File: config.mk
export PLATFORM = sky130hd
export DESIGN_NAME = irq_route_hub
export DESIGN_NICKNAME = d
export VERILOG_FILES = /design/src/rtl/irq_route_pkg.sv /design/src/rtl/irq_en_bank.sv /design/src/rtl/irq_cpu_slice.sv /design/src/rtl/irq_route_hub.sv
export SDC_FILE = /design/constraint.sdc
export NUM_CORES = 1
export LEC_CHECK = 0
export BUFFER_PORTS_ARGS = -buffer_cell sky130_fd_sc_hd__buf_2
export CAP_MARGIN = 25
export CORE_MARGIN = 2
export CORE_UTILIZATION = 64
export CTS_BUF_LIST = sky130_fd_sc_hd__clkbuf_4 sky130_fd_sc_hd__clkbuf_8
export CTS_CLUSTER_SIZE = 10
export DETAILED_ROUTE_END_ITERATION = 8
export PLACE_DENSITY = 0.92
export SKIP_CTS_REPAIR_TIMING = 1
export SYNTH_ARGS = -nofsm -noshare
export SYNTH_HDL_FRONTEND = slang
export SYNTH_SLANG_ARGS = --single-unit
export TNS_END_PERCENT = 10
File: constraint.sdc
create_clock -name clk -period 5.8 [get_ports clk]
set_clock_uncertainty 0.15 [all_clocks]
set_input_delay 0.87 -clock clk [delete_from_list [all_inputs] [get_ports clk]]
set_output_delay 0.87 -clock clk [all_outputs]
set_load 0.02 [all_outputs]
File: src/rtl/irq_route_pkg.sv
`timescale 1ns/1ps
package irq_route_pkg;
  localparam logic [9:0]  SPUR_CODE     = 10'h3FF;
  localparam logic [11:0] OFF_CTRL      = 12'h000;
  localparam logic [11:0] OFF_EN_SET    = 12'h030;
  localparam logic [11:0] OFF_EN_CLR    = 12'h034;
  localparam logic [11:0] OFF_ACK       = 12'h044;
  localparam logic [11:0] OFF_MSK_SET   = 12'h048;
  localparam logic [11:0] OFF_MSK_CLR   = 12'h04C;
  localparam logic [11:0] OFF_ROUTE_BASE = 12'h100;

  // Control word: source count in bits [11:2]
  function automatic logic [31:0] ctrl_word(input int nsrc);
    logic [9:0] n10;
    n10 = 10'(nsrc);
    return {20'd0, n10, 2'b00};
  endfunction
endpackage

File: src/rtl/irq_en_bank.sv
`timescale 1ns/1ps
module irq_en_bank #(
  parameter int NUM_SRC = 40,
  parameter int NUM_CPU = 4,
  parameter int PRIV_N  = 29,
  localparam int NUM_SHR = NUM_SRC - PRIV_N,
  localparam int SLOT_W  = (NUM_SHR > 1) ? $clog2(NUM_SHR) : 1
) (
  input  logic                       clk,
  input  logic                       rst_n,
  input  logic                       set_wr,
  input  logic                       clr_wr,
  input  logic [31:0]                idx,
  input  logic                       rt_wr,
  input  logic [SLOT_W-1:0]          rt_slot,
  input  logic [NUM_CPU-1:0]         rt_data,
  input  logic [NUM_SHR-1:0]         shr_in,
  output logic [NUM_SHR-1:0]         shr_live,
  output logic [NUM_SHR*NUM_CPU-1:0] route_flat
);
  logic [NUM_SHR-1:0] en_q;
  logic [NUM_CPU-1:0] route_q [NUM_SHR];

  // Named events for the assertions
  wire idx_shared = (idx >= 32'(PRIV_N)) && (idx < 32'(NUM_SRC));
  wire set_ok     = set_wr && idx_shared;
  wire clr_ok     = clr_wr && idx_shared;
  wire oor_wr     = (set_wr || clr_wr) && (idx >= 32'(NUM_SRC));
  wire [SLOT_W-1:0] slot = SLOT_W'(idx - 32'(PRIV_N));

  always_ff @(posedge clk or negedge rst_n) begin
    if (!rst_n) begin
      en_q <= '0;
    end else if (set_ok) begin
      en_q[slot] <= 1'b1;
    end else if (clr_ok) begin
      en_q[slot] <= 1'b0;
    end
  end

  for (genvar k = 0; k < NUM_SHR; k++) begin : g_route
    always_ff @(posedge clk or negedge rst_n) begin
      if (!rst_n) route_q[k] <= NUM_CPU'(1);
      else if (rt_wr && rt_slot == SLOT_W'(k)) route_q[k] <= rt_data;
    end
    assign route_flat[k*NUM_CPU +: NUM_CPU] = route_q[k];
  end

  assign shr_live = shr_in & en_q;

  AST_CLR_DISABLES: assert property (@(posedge clk) disable iff (!rst_n)
    clr_ok |=> !shr_live[$past(slot)]);
  AST_OOR_IGNORED: assert property (@(posedge clk) disable iff (!rst_n)
    oor_wr |=> $stable(en_q));
endmodule

File: src/rtl/irq_cpu_slice.sv
`timescale 1ns/1ps
module irq_cpu_slice
  import irq_route_pkg::*;
#(
  parameter int NUM_SRC = 40,
  parameter int PRIV_N  = 29,
  localparam int NUM_SHR = NUM_SRC - PRIV_N,
  localparam int IDX_W   = $clog2(NUM_SRC)
) (
  input  logic               clk,
  input  logic               rst_n,
  input  logic               msk_set,
  input  logic               msk_clr,
  input  logic [31:0]        idx,
  input  logic [PRIV_N-1:0]  prv_in,
  input  logic [NUM_SHR-1:0] shr_live,
  input  logic [NUM_SHR-1:0] route_bit,
  output logic [9:0]         ack,
  output logic               irq
);
  logic [NUM_SRC-1:0] mask_q;
  logic [NUM_SRC-1:0] elig;

  wire idx_ok = idx < 32'(NUM_SRC);
  wire [IDX_W-1:0] bit_sel = idx[IDX_W-1:0];

  function automatic logic [9:0] pick_lowest(input logic [NUM_SRC-1:0] v);
    logic [9:0] r;
    r = SPUR_CODE;
    for (int i = NUM_SRC - 1; i >= 0; i--) begin
      if (v[i]) r = 10'(i);
    end
    return r;
  endfunction

  always_ff @(posedge clk or negedge rst_n) begin
    if (!rst_n) begin
      mask_q <= '1;
    end else if (msk_set && idx_ok) begin
      mask_q[bit_sel] <= 1'b1;
    end else if (msk_clr && idx_ok) begin
      mask_q[bit_sel] <= 1'b0;
    end
  end

  assign elig = {shr_live & route_bit, prv_in} & ~mask_q;
  assign ack  = pick_lowest(elig);
  assign irq  = |elig;

  AST_IRQ_ACK_AGREE: assert property (@(posedge clk) disable iff (!rst_n)
    irq == (ack != SPUR_CODE));
  AST_MASK_SILENCES: assert property (@(posedge clk) disable iff (!rst_n)
    (msk_set && idx_ok) |=> (ack != $past(idx[9:0])));
  AST_ACK_IN_RANGE: assert property (@(posedge clk) disable iff (!rst_n)
    (ack < 10'(NUM_SRC)) || (ack == SPUR_CODE));
  AST_PRIV_NEEDS_LINE: assert property (@(posedge clk) disable iff (!rst_n)
    (ack < 10'(PRIV_N)) |-> prv_in[ack]);
endmodule

File: src/rtl/irq_route_hub.sv
`timescale 1ns/1ps
module irq_route_hub
  import irq_route_pkg::*;
#(
  parameter int NUM_SRC = 40,
  parameter int NUM_CPU = 4,
  parameter int PRIV_N  = 29,
  parameter int ADDR_W  = 12,
  localparam int NUM_SHR = NUM_SRC - PRIV_N,
  localparam int CPU_W   = (NUM_CPU > 1) ? $clog2(NUM_CPU) : 1,
  localparam int SLOT_W  = (NUM_SHR > 1) ? $clog2(NUM_SHR) : 1
) (
  input  logic                      clk,
  input  logic                      rst_n,
  input  logic                      reg_wr,
  input  logic                      reg_bank,
  input  logic [CPU_W-1:0]          reg_cpu,
  input  logic [ADDR_W-1:0]         reg_addr,
  input  logic [31:0]               reg_wdata,
  output logic [31:0]               reg_rdata,
  input  logic [NUM_SHR-1:0]        shr_in,
  input  logic [NUM_CPU*PRIV_N-1:0] prv_in,
  output logic [NUM_CPU-1:0]        cpu_irq
);
  logic [NUM_SHR-1:0]         shr_live;
  logic [NUM_SHR*NUM_CPU-1:0] route_flat;
  logic [9:0]                 ack_all [NUM_CPU];

  // Register decode
  wire g_wr = reg_wr && !reg_bank;
  wire c_wr = reg_wr && reg_bank;
  wire en_set = g_wr && (reg_addr == ADDR_W'(OFF_EN_SET));
  wire en_clr = g_wr && (reg_addr == ADDR_W'(OFF_EN_CLR));

  wire [ADDR_W-1:0] rt_off = reg_addr - ADDR_W'(OFF_ROUTE_BASE);
  wire [ADDR_W-1:0] rt_src = rt_off >> 2;
  wire rt_hit = (reg_addr >= ADDR_W'(OFF_ROUTE_BASE)) && (reg_addr[1:0] == 2'b00)
                && (rt_src < ADDR_W'(NUM_SRC));
  wire rt_shared = rt_hit && (rt_src >= ADDR_W'(PRIV_N));
  wire [SLOT_W-1:0] rt_slot = SLOT_W'(rt_src - ADDR_W'(PRIV_N));
  wire rt_wr = g_wr && rt_shared;

  irq_en_bank #(.NUM_SRC(NUM_SRC), .NUM_CPU(NUM_CPU), .PRIV_N(PRIV_N)) u_bank (
    .clk(clk), .rst_n(rst_n),
    .set_wr(en_set), .clr_wr(en_clr), .idx(reg_wdata),
    .rt_wr(rt_wr), .rt_slot(rt_slot), .rt_data(reg_wdata[NUM_CPU-1:0]),
    .shr_in(shr_in), .shr_live(shr_live), .route_flat(route_flat)
  );

  for (genvar c = 0; c < NUM_CPU; c++) begin : g_cpu
    logic [NUM_SHR-1:0] route_col;
    for (genvar k = 0; k < NUM_SHR; k++) begin : g_col
      assign route_col[k] = route_flat[k*NUM_CPU + c];
    end
    wire sel = (reg_cpu == CPU_W'(c));
    irq_cpu_slice #(.NUM_SRC(NUM_SRC), .PRIV_N(PRIV_N)) u_slice (
      .clk(clk), .rst_n(rst_n),
      .msk_set(c_wr && sel && (reg_addr == ADDR_W'(OFF_MSK_SET))),
      .msk_clr(c_wr && sel && (reg_addr == ADDR_W'(OFF_MSK_CLR))),
      .idx(reg_wdata),
      .prv_in(prv_in[c*PRIV_N +: PRIV_N]),
      .shr_live(shr_live), .route_bit(route_col),
      .ack(ack_all[c]), .irq(cpu_irq[c])
    );
  end

  // Read mux
  always_comb begin
    reg_rdata = '0;
    if (!reg_bank) begin
      if (reg_addr == ADDR_W'(OFF_CTRL)) reg_rdata = ctrl_word(NUM_SRC);
      else if (rt_shared) reg_rdata[NUM_CPU-1:0] = route_flat[rt_slot*NUM_CPU +: NUM_CPU];
    end else if (reg_addr == ADDR_W'(OFF_ACK)) begin
      reg_rdata[9:0] = ack_all[reg_cpu];
    end
  end

  AST_PRIV_ROUTE_ZERO: assert property (@(posedge clk) disable iff (!rst_n)
    (!reg_bank && rt_hit && !rt_shared) |-> (reg_rdata == 32'd0));
endmodule

==> out/summary.txt, run 1 <==
TritonCTS Sinks -> 215
Die area -> 21,400 µm²
Leak Pwr -> 5.788 nW
TritonCTS buffer count -> 37
Wire per inst -> 25.76 µm
Crit start category -> input pin
Switching share of power -> 0.2619
Switching power of the nets -> 0.8758 mW
Skew-Pair Late Insertion Delay -> 530 ps
Maximum vdd ir drop -> 0.0002054 V
Int Power -> 2.468 mW
Max Freq -> 207.6 MHz
Slew @ Worst Pin -> 1039 ps
Post-layout util -> 0.7348
Design Area, Final -> 14,720 µm²
Yosys top cell area share -> 0.3468
CORE AREA -> 20,040 µm²
Post-synthesis register bit count -> 215
Min-delay worst type -> input pin to async pin
# DRC -> 0
IO Pins -> 213
Die height -> 146.3 µm
Clock Power Share -> 0.450
Comb pwr share -> 0.099
Syn Area/Cell -> 9.098 µm²
HPWL after DPL -> 36,230 µm
Yosys top cell by area -> dfstp_2
CP startpoint -> reg_addr[2]
Worst-path clk slew -> 60 ps
Final net count -> 1,780
Worst EP required -> 4780 ps
DR pass1 iterations -> 7
Grt ovf -> 0
Ant diodes -> 0
Post-route minimum period -> 4817 ps
Top post-synthesis cells by area -> dfstp_2, dfrtp_1, o21ai_1
Final wirelength -> 48,710 µm
CTS tree -> built
CTS H-tree depth -> 2
Tot GR Track Use -> 0.4509
Initial Util -> 0.6465
Fin. max-slew vios -> 0
ANT nets after route -> 0
Crit-path max FO -> 19
Max Buffers Root-to-Sink -> 3
Mapped cell area -> 12,950 µm²
Initial antenna violation count -> 0
Area occupied by multi-input gates -> 6914 µm²
Setup-failing EPs final -> 0
Placed insts -> 1,829
Register area -> 5594 µm²
Setup TNS -> 0 ps
Layout cells sized above 1 -> 0.3109
Most common cell after layout, fill and taps aside -> o21ai_1
Syn-to-layout area delta -> 13.66%
Final hold vios -> 0
RSZ-0062 raised after global routing -> false
Status -> completed
FFs w/ async S/R, synth -> 1.000
Main synth FF type -> dfstp_2
WS Path Type -> input pin to output port
Die X -> 146.3 µm
Vias/cell -> 6.889
IO buf count -> 190
FILL cells -> 1,516
Max transition margin -> 0.3023
Area after DPL -> 13,950 µm²
Pwr dens -> 227.1 nW/µm²
Final worst path period share -> 0.8306
Post-synth cell types -> 86
Crit. End Element -> output port
CP arrival -> 3800 ps
First-pass GRT wire length -> 73,490 µm
Post-synth EDFFs -> 0
Flop pwr share -> 0.451
Vias -> 13,030
Rows -> 52
Clock root buffer -> clkbuf_8
Most frequent cells in the layout -> o21ai_1, buf_2, dfstp_2
Largest net degree at the start of global routing -> 114
Number of max-cap violations -> 0
Vias in the first global route -> 12,490
Mapped Cells -> 1,424
Starting DRC count in detailed routing -> 1,503
Hold slack -> 298.0 ps
Finished Layout Cells -> 1,891
Sequential-to-total area share from yosys stat -> 0.4318
GP Congestion -> 1.075
Syn. warnings -> 0
power by group through the flow:
stage               Combinational, mW  Sequential (mW)  Clock (mW)
finish                          0.333             1.51        1.50
global route                    0.353             1.51        1.56
CTS                             0.321             1.51        1.49
global placement                0.315             1.53           0
floorplan                       0.165             1.53           0
detailed placement              0.318             1.53           0
worst max-delay path, cell delays in order:
cell	delay (ps)
buf_2	400
ha_1	430
nand2b_1	150
a41oi_1	120
nor4b_1	500
nor2b_1	460
o21ai_0	370
o41ai_1	210
buf_2	270
area by class of cell:
class                   count  share of cell area
well taps                 270             0.02294
multi-input cells        1131              0.4696
clock buffers              53             0.04444
inverters                  11            0.002804
flip-flops and latches    215              0.3799
repair buffers            202             0.07214
clock inverters             9            0.008158
cell usage after synthesis, types with 14 or more instances:
cell	instances
o21ai_1	202
dfstp_2	171
o21ai_0	137
nand2_1	125
nand2b_1	100
nor2b_1	55
o31ai_1	52
nor2_1	51
clkbuf_1	44
dfrtp_1	44
nand4b_1	39
nand4_1	38
mux2_2	35
a21oi_1	34
nand3_1	29
buf_4	28
nor4_1	21
nor3_1	14
cells by family (layout without fill, tap and decap cells):
| logic type | Yosys count | in the layout | share of synthesized area |
|---|---|---|---|
| flip-flops | 215 | 215 | 0.4318 |
| multiplexers | 54 | 54 | 0.05389 |
| AO/OA/AOI/OAI | 500 | 500 | 0.2224 |
| buffers and inverters | 99 | 275 | 0.04056 |
| adder cells (fa/ha/maj) | 5 | 5 | 0.004829 |
| XOR/XNOR | 4 | 4 | 0.002705 |
| other | 1 | 22 | 0.0002895 |
| AND/OR/NAND/NOR | 546 | 546 | 0.2435 |
metal layers:
layer  routed length [µm]  GRT usage
met1                18580     0.6008
met2                21460     0.6998
met3                 6119     0.1222
met4                 2543     0.1942
met5                    0          0
through the flow:
stage	setup WS, ps	power (mW)
global placement	1145	1.845
global route	899.4	3.417
finish	982.6	3.344
floorplan	1489	1.695
detailed placement	1142	1.849
CTS	1129	3.317
final timing paths:
kind / to / slack [ps] / cells past startpoint
max: reg_rdata[1] / 980 / 9
min: async pin / 300 / 1
max reg2reg: flip-flop / 4770 / 2
min reg2reg: flip-flop / 330 / 2
max in group asynchronous: async pin / 4130 / 2
min in group clk: flip-flop / 330 / 2
(Power assumes the default switching activity.)
==> inputs of run 2 (changes only) <==
- CORE_UTILIZATION: 64 -> 59
- PLACE_DENSITY: 0.92 -> 0.86
- clock period: 5.8 -> 4.99 ns (I/O delays scaled with it)
==> run 2 against run 1 <==
Compared with the run above:
- routed wire length fell by 2.1%
- via count about the same
- setup slack got worse by 770 ps
- non-clock buffer count grew 10
- count of clock-buffer cells in the layout up 9
- largest cell class unchanged
==> out/summary.txt, run 2 (synthesis gave the netlist of run 1 again) <==
Slew @ Worst Pin -> 1034 ps (-4.166 ps)
Reg2Reg Setup Slack -> 3940 ps (-830 ps)
Largest net degree at the start of global routing -> 111 (-2.6%)
Vias -> 13,020 (-0.038%)
DR pass1 iterations -> 6 (-1)
Skew-Pair Late Insertion Delay -> 530 ps (about the same)
Layout cells sized above 1 -> 0.3185 (+0.007568)
Initial antenna violation count -> 1 (+1)
Die height -> 152.2 µm (+4.0%)
Tot GR Track Use -> 0.4035 (-0.04735)
Worst-path clk slew -> 60 ps (about the same)
Most common cell after layout, fill and taps aside -> o21ai_1
Worst path depth -> 8 (-1)
Rows -> 54 (+3.8%)
Crit start category -> flip-flop
Cells along the critical path -> nor2b_1 -> nor4_1 -> nor4b_2 -> nand4_2 -> or3_1 -> mux4_2 -> nor2_1 -> buf_2
CORE AREA -> 21,690 µm² (+8.2%)
CP top delay family -> simple AND/OR/NAND/NOR gates
Setup-failing EPs final -> 0 (unchanged)
Post-layout util -> 0.6906 (-0.04422)
Pwr dens -> 271.7 nW/µm² (+20%)
CTS H-tree depth -> 2 (unchanged)
Crit. End Element -> output port
IO buf count -> 190 (unchanged)
Die X -> 152.2 µm (+4.0%)
Worst setup endpoint -> reg_rdata[6]
CP arrival -> 3880 ps (+80 ps)
Leak Pwr -> 5.919 nW (+2.3%)
Placed insts -> 1,849 (+1.1%)
Max Buffers Root-to-Sink -> 3 (unchanged)
Final hold vios -> 0 (unchanged)
Ant diodes -> 0 (unchanged)
WS Path Type -> flip-flop to output port
Setup TNS -> 0 ps (unchanged)
Critical-path top delay cell -> nor4_1
Grt ovf -> 0 (unchanged)
Most frequent cells in the layout -> o21ai_1, buf_2, dfstp_2
Min-delay worst type -> flip-flop to flip-flop
Maximum vdd ir drop -> 0.0003162 V (+54%)
Fin. max-slew vios -> 0 (unchanged)
Die area -> 23,160 µm² (+8.2%)
HPWL after DPL -> 35,640 µm (-1.6%)
RSZ-0062 raised after global routing -> false
Status -> completed
Finished Layout Cells -> 1,919 (+1.5%)
Vias in the first global route -> 12,520 (+0.30%)
Worst EP required -> 4090 ps (-690 ps)
Final net count -> 1,792 (+0.67%)
GP Congestion -> 1.077 (+0.20%)
Crit-path max FO -> 4 (-15)
Max Freq -> 209.1 MHz
Post-route minimum period -> 4782 ps
IO Pins -> 213 (unchanged)
Starting DRC count in detailed routing -> 1,797 (+20%)
First-pass GRT wire length -> 72,300 µm (-1.6%)
Max incr delay on CP -> 580 ps (+80 ps)
Final worst path period share -> 0.9583
FF-to-FF End -> u_bank.route_flat[3]
TritonCTS Sinks -> 215 (unchanged)
Clock root buffer -> clkbuf_8
Worst Path Buf+Inv -> 1 (-1)
Final wirelength -> 47,680 µm (-2.1%)
Max transition margin -> 0.3104 (+0.008104)
TritonCTS buffer count -> 39 (+5.4%)
CTS tree -> built
# DRC -> 0 (unchanged)
Wire per inst -> 24.85 µm (-3.5%)
Vias/cell -> 6.786 (-1.5%)
ANT nets after route -> 0 (unchanged)
R2r worst-path depth -> 1 (-1)
Syn-to-layout area delta -> 15.61%
Initial Util -> 0.5973 (-0.04916)
Hold slack -> 334.7 ps (+36.71 ps)
Number of max-cap violations -> 0 (unchanged)
R2r startpoint -> u_bank.route_flat[3]
Worst Hold Depth -> 2
run 2: cell count changes in the layout (fill, tap and decap cells not counted), sizes merged:
cell    delta
buf       +10
clkinv     -1
clkbuf     +9
run 2: how the worst min path moves through the flow:
stage / start / endpoint / slack (ps)
after global routing: flip-flop / flip-flop / 350
after floorplan: rst_n / async pin / 300
after detailed placement: flip-flop / flip-flop / 330
after CTS: flip-flop / flip-flop / 340
after global placement: flip-flop / flip-flop / 320
final: flip-flop / flip-flop / 330
run 2: where the power goes:
part           total (mW)  switching, mW  leakage [nW]  internal, mW
clock network        1.93          0.774         0.479          1.15
registers            1.75       0.000920          2.38          1.75
logic               0.391          0.268          3.06         0.122
run 2: area by class of cell:
type,count,area [µm²]
tap,280,350.3
timing repair buffer,212,1177
clock buffer,62,784.5
multi-input combinational,1131,6914
inverter,11,41.29
sequential,215,5594
fill,1727,6711
clock inverter,8,115.1
run 2: through the flow:
step                      setup WS [ps]  area, µm²  power, mW
after global placement            435.5      14020      2.148
final                             208.2      14980      4.069
after detailed placement          439.5      14080      2.153
after floorplan                   921.7      13030      1.970
after CTS                         282.9      14980      4.046
after global routing              109.7      14980      4.166
run 2: metal layers:
metal | track usage | vias to the layer above | wire (µm)
li1 | - | 5653 | -
met1 | 0.5486 | 6140 | 18180
met2 | 0.6036 | 1033 | 20320
met3 | 0.1143 | 195 | 6627
met4 | 0.1842 | 2 | 2538
met5 | 0 | - | 13
==> inputs of run 3 (changes only) <==
- CORE_UTILIZATION: 59 -> 60
- SYNTH_HIERARCHICAL: unset -> 1
==> run 3 against run 2 <==
Compared with the run above:
- via count decreased by 2.1%
- sequential share of layout area decreased by 3.5 points
- critical path depth increased by 1
- critical path type unchanged
- synthesized cell count increased by 3.9%
- largest power group unchanged
- utilization decreased by 0.48 points
==> out/summary.txt, run 3 <==
Crit. End Element -> output port
Initial Util -> 0.6043 (+0.007006)
HPWL after DPL -> 30,800 µm (-14%)
Area occupied by multi-input gates -> 8528 µm² (+23%)
RSZ-0062 raised after global routing -> false
# DRC -> 0 (unchanged)
Crit start category -> flip-flop
Main synth FF type -> dfstp_2
CP arrival -> 3840 ps (-40 ps)
CTS H-tree depth -> 2 (unchanged)
Pwr dens -> 238.2 nW/µm² (-12%)
Layout cells sized above 1 -> 0.4362 (+0.1177)
Final wirelength -> 42,950 µm (-9.9%)
Worst-path clk slew -> 60 ps (about the same)
WS Path Type -> flip-flop to output port
GP Congestion -> 0.9830 (-8.7%)
Final worst path period share -> 0.9505 (-0.007740)
IO buf count -> 190 (unchanged)
TritonCTS buffer count -> 39 (unchanged)
CTS tree -> built
Vias/cell -> 6.292 (-7.3%)
Most common cell after layout, fill and taps aside -> nand2_1
Status -> completed
Max transition margin -> 0.3078 (-0.002607)
Final net count -> 1,853 (+3.4%)
Max Freq -> 210.8 MHz (+0.81%)
Power Total -> 3.937 mW (-3.3%)
Post-synth cell types -> 64 (-26%)
Slew @ Worst Pin -> 1030 ps (-4.017 ps)
Post-synthesis register bit count -> 215 (unchanged)
Final hold vios -> 0 (unchanged)
Reg2Reg Setup Slack -> 4030 ps (+90 ps)
Number of max-cap violations -> 0 (unchanged)
Clock root buffer -> clkbuf_8
Min-delay worst type -> input pin to async pin
Yosys top cell by area -> dfstp_2
Crit-path max FO -> 4 (unchanged)
Setup-failing EPs final -> 0 (unchanged)
Mapped cell area -> 14,570 µm² (+12%)
Skew-Pair Late Insertion Delay -> 540 ps (about the same)
Fin. max-slew vios -> 0 (unchanged)
Die X -> 159.8 µm (+5.0%)
Register area -> 5594 µm² (unchanged)
Vias in the first global route -> 12,770 (+1.9%)
Syn Area/Cell -> 9.850 µm² (+8.3%)
Vias -> 12,750 (-2.1%)
Hold slack -> 223.5 ps (-111.1 ps)
Initial antenna violation count -> 4 (+3)
Top-count cell post-synth -> nand2_1
Max Buffers Root-to-Sink -> 3 (unchanged)
Yosys top cell area share -> 0.3084 (-0.03840)
Rows -> 57 (+5.6%)
DR pass1 iterations -> 7 (+1)
Setup TNS -> 0 ps (unchanged)
Die area -> 25,540 µm² (+10%)
Tot GR Track Use -> 0.3334 (-0.07012)
IO Pins -> 213 (unchanged)
ANT nets after route -> 0 (unchanged)
Largest net degree at the start of global routing -> 116 (+4.5%)
CORE AREA -> 24,110 µm² (+11%)
Commonest cells in the netlist -> nand2_1, mux2_2, dfstp_2
FILL cells -> 1,857 (+7.5%)
Sequential-to-total area share from yosys stat -> 0.3840 (-0.04781)
Leak Pwr -> 6.686 nW (+13%)
Wire per inst -> 21.20 µm (-15%)
Most frequent cells in the layout -> nand2_1, mux2_2, buf_2
Maximum vdd ir drop -> 0.0001882 V (-40%)
Syn. warnings -> 6 (+6)
FFs w/ async S/R, synth -> 1.000 (unchanged)
Die height -> 159.8 µm (+5.0%)
Post-route minimum period -> 4743 ps (-38.62 ps)
Mapped Cells -> 1,479 (+3.9%)
Syn-to-layout area delta -> 13.47%
Post-synth EDFFs -> 0 (unchanged)
Worst EP required -> 4090 ps (about the same)
TritonCTS Sinks -> 215 (unchanged)
First-pass GRT wire length -> 67,420 µm (-6.7%)
Grt ovf -> 0 (unchanged)
Top post-synthesis cells by area -> dfstp_2, mux2_2, dfrtp_1
Starting DRC count in detailed routing -> 1,240 (-31%)
## run 3: cell types whose count changed in the layout (fill, tap and decap cells not counted), sizes merged, moves of 21 or more
| cell | change |
|---|---|
| and3 | +21 |
| o31ai | -34 |
| nand3b | +31 |
| inv | +22 |
| nand2 | +84 |
| nand2b | -78 |
| mux2 | +164 |
| nor2 | +22 |
| nor2b | +69 |
| nand4b | -38 |
| nor3b | +23 |
| nor3 | +38 |
| o21ai | -290 |
| nor4 | +29 |
## run 3: through the flow
step	area (µm²)	std cells	util	setup WS, ps
detailed placement	15690	1954	0.6507	646.6
finish	16530	2026	0.6857	246.8
CTS	16530	2025	0.6856	453.0
floorplan	14650	1500	-	1331
global placement	15690	1954	0.6507	680.5
global route	16530	2025	0.6856	57.14
## run 3: power breakdown
group	switching, mW	internal [mW]
Combinational	0.264	0.141
Clock	0.742	1.04
Sequential	0.000660	1.75
Total	1.01	2.93
## run 3: cell families (layout without fill, tap and decap cells)
family / after synthesis / in the layout / synth area share
simple gates: 737 / 737 / 0.2971
flops: 215 / 215 / 0.3840
fa+ha+maj: 5 / 5 / 0.004294
xor+xnor: 2 / 2 / 0.001718
other cells: 1 / 23 / 0.0002574
mux: 233 / 233 / 0.1933
buf+inv: 103 / 304 / 0.03736
compound gates: 183 / 183 / 0.08194
## run 3: metal layers
layer | global-route usage | part of all wire
met5 | 0 | 0.00030
met4 | 0.1773 | 0.050
met3 | 0.08494 | 0.098
met2 | 0.5270 | 0.46
met1 | 0.4236 | 0.39
## run 3: worst max-delay path: stages, from the launching register on
cell	delay [ps]
dfstp_2	520
nand2b_1	160
nor4b_1	480
nor3b_1	390
nand2_1	160
nor3_1	760
mux4_2	400
nand3_1	70
nand2_1	160
buf_2	180
## run 3: path summary, 6_finish.rpt
kind / depth (start not counted) / to / startpoint
worst max-delay path: 9 / reg_rdata[7] / flip-flop
min in group clk: 2 / flip-flop / flip-flop
worst min register to register: 2 / flip-flop / flip-flop
worst max register to register: 1 / u_bank/route_flat[35] / u_bank/route_flat[35]
max in group asynchronous: 2 / async pin / rst_n
worst min-delay path: 1 / async pin / rst_n
## run 3: layout make-up
type | instances | area share
sequential | 215 | 0.3384
clock buffer | 69 | 0.05026
multi-input combinational | 1182 | 0.5159
antenna | 1 | 0.0001514
timing repair buffer | 200 | 0.06260
clock inverter | 2 | 0.0006056
inverter | 33 | 0.007494
tap | 324 | 0.02453
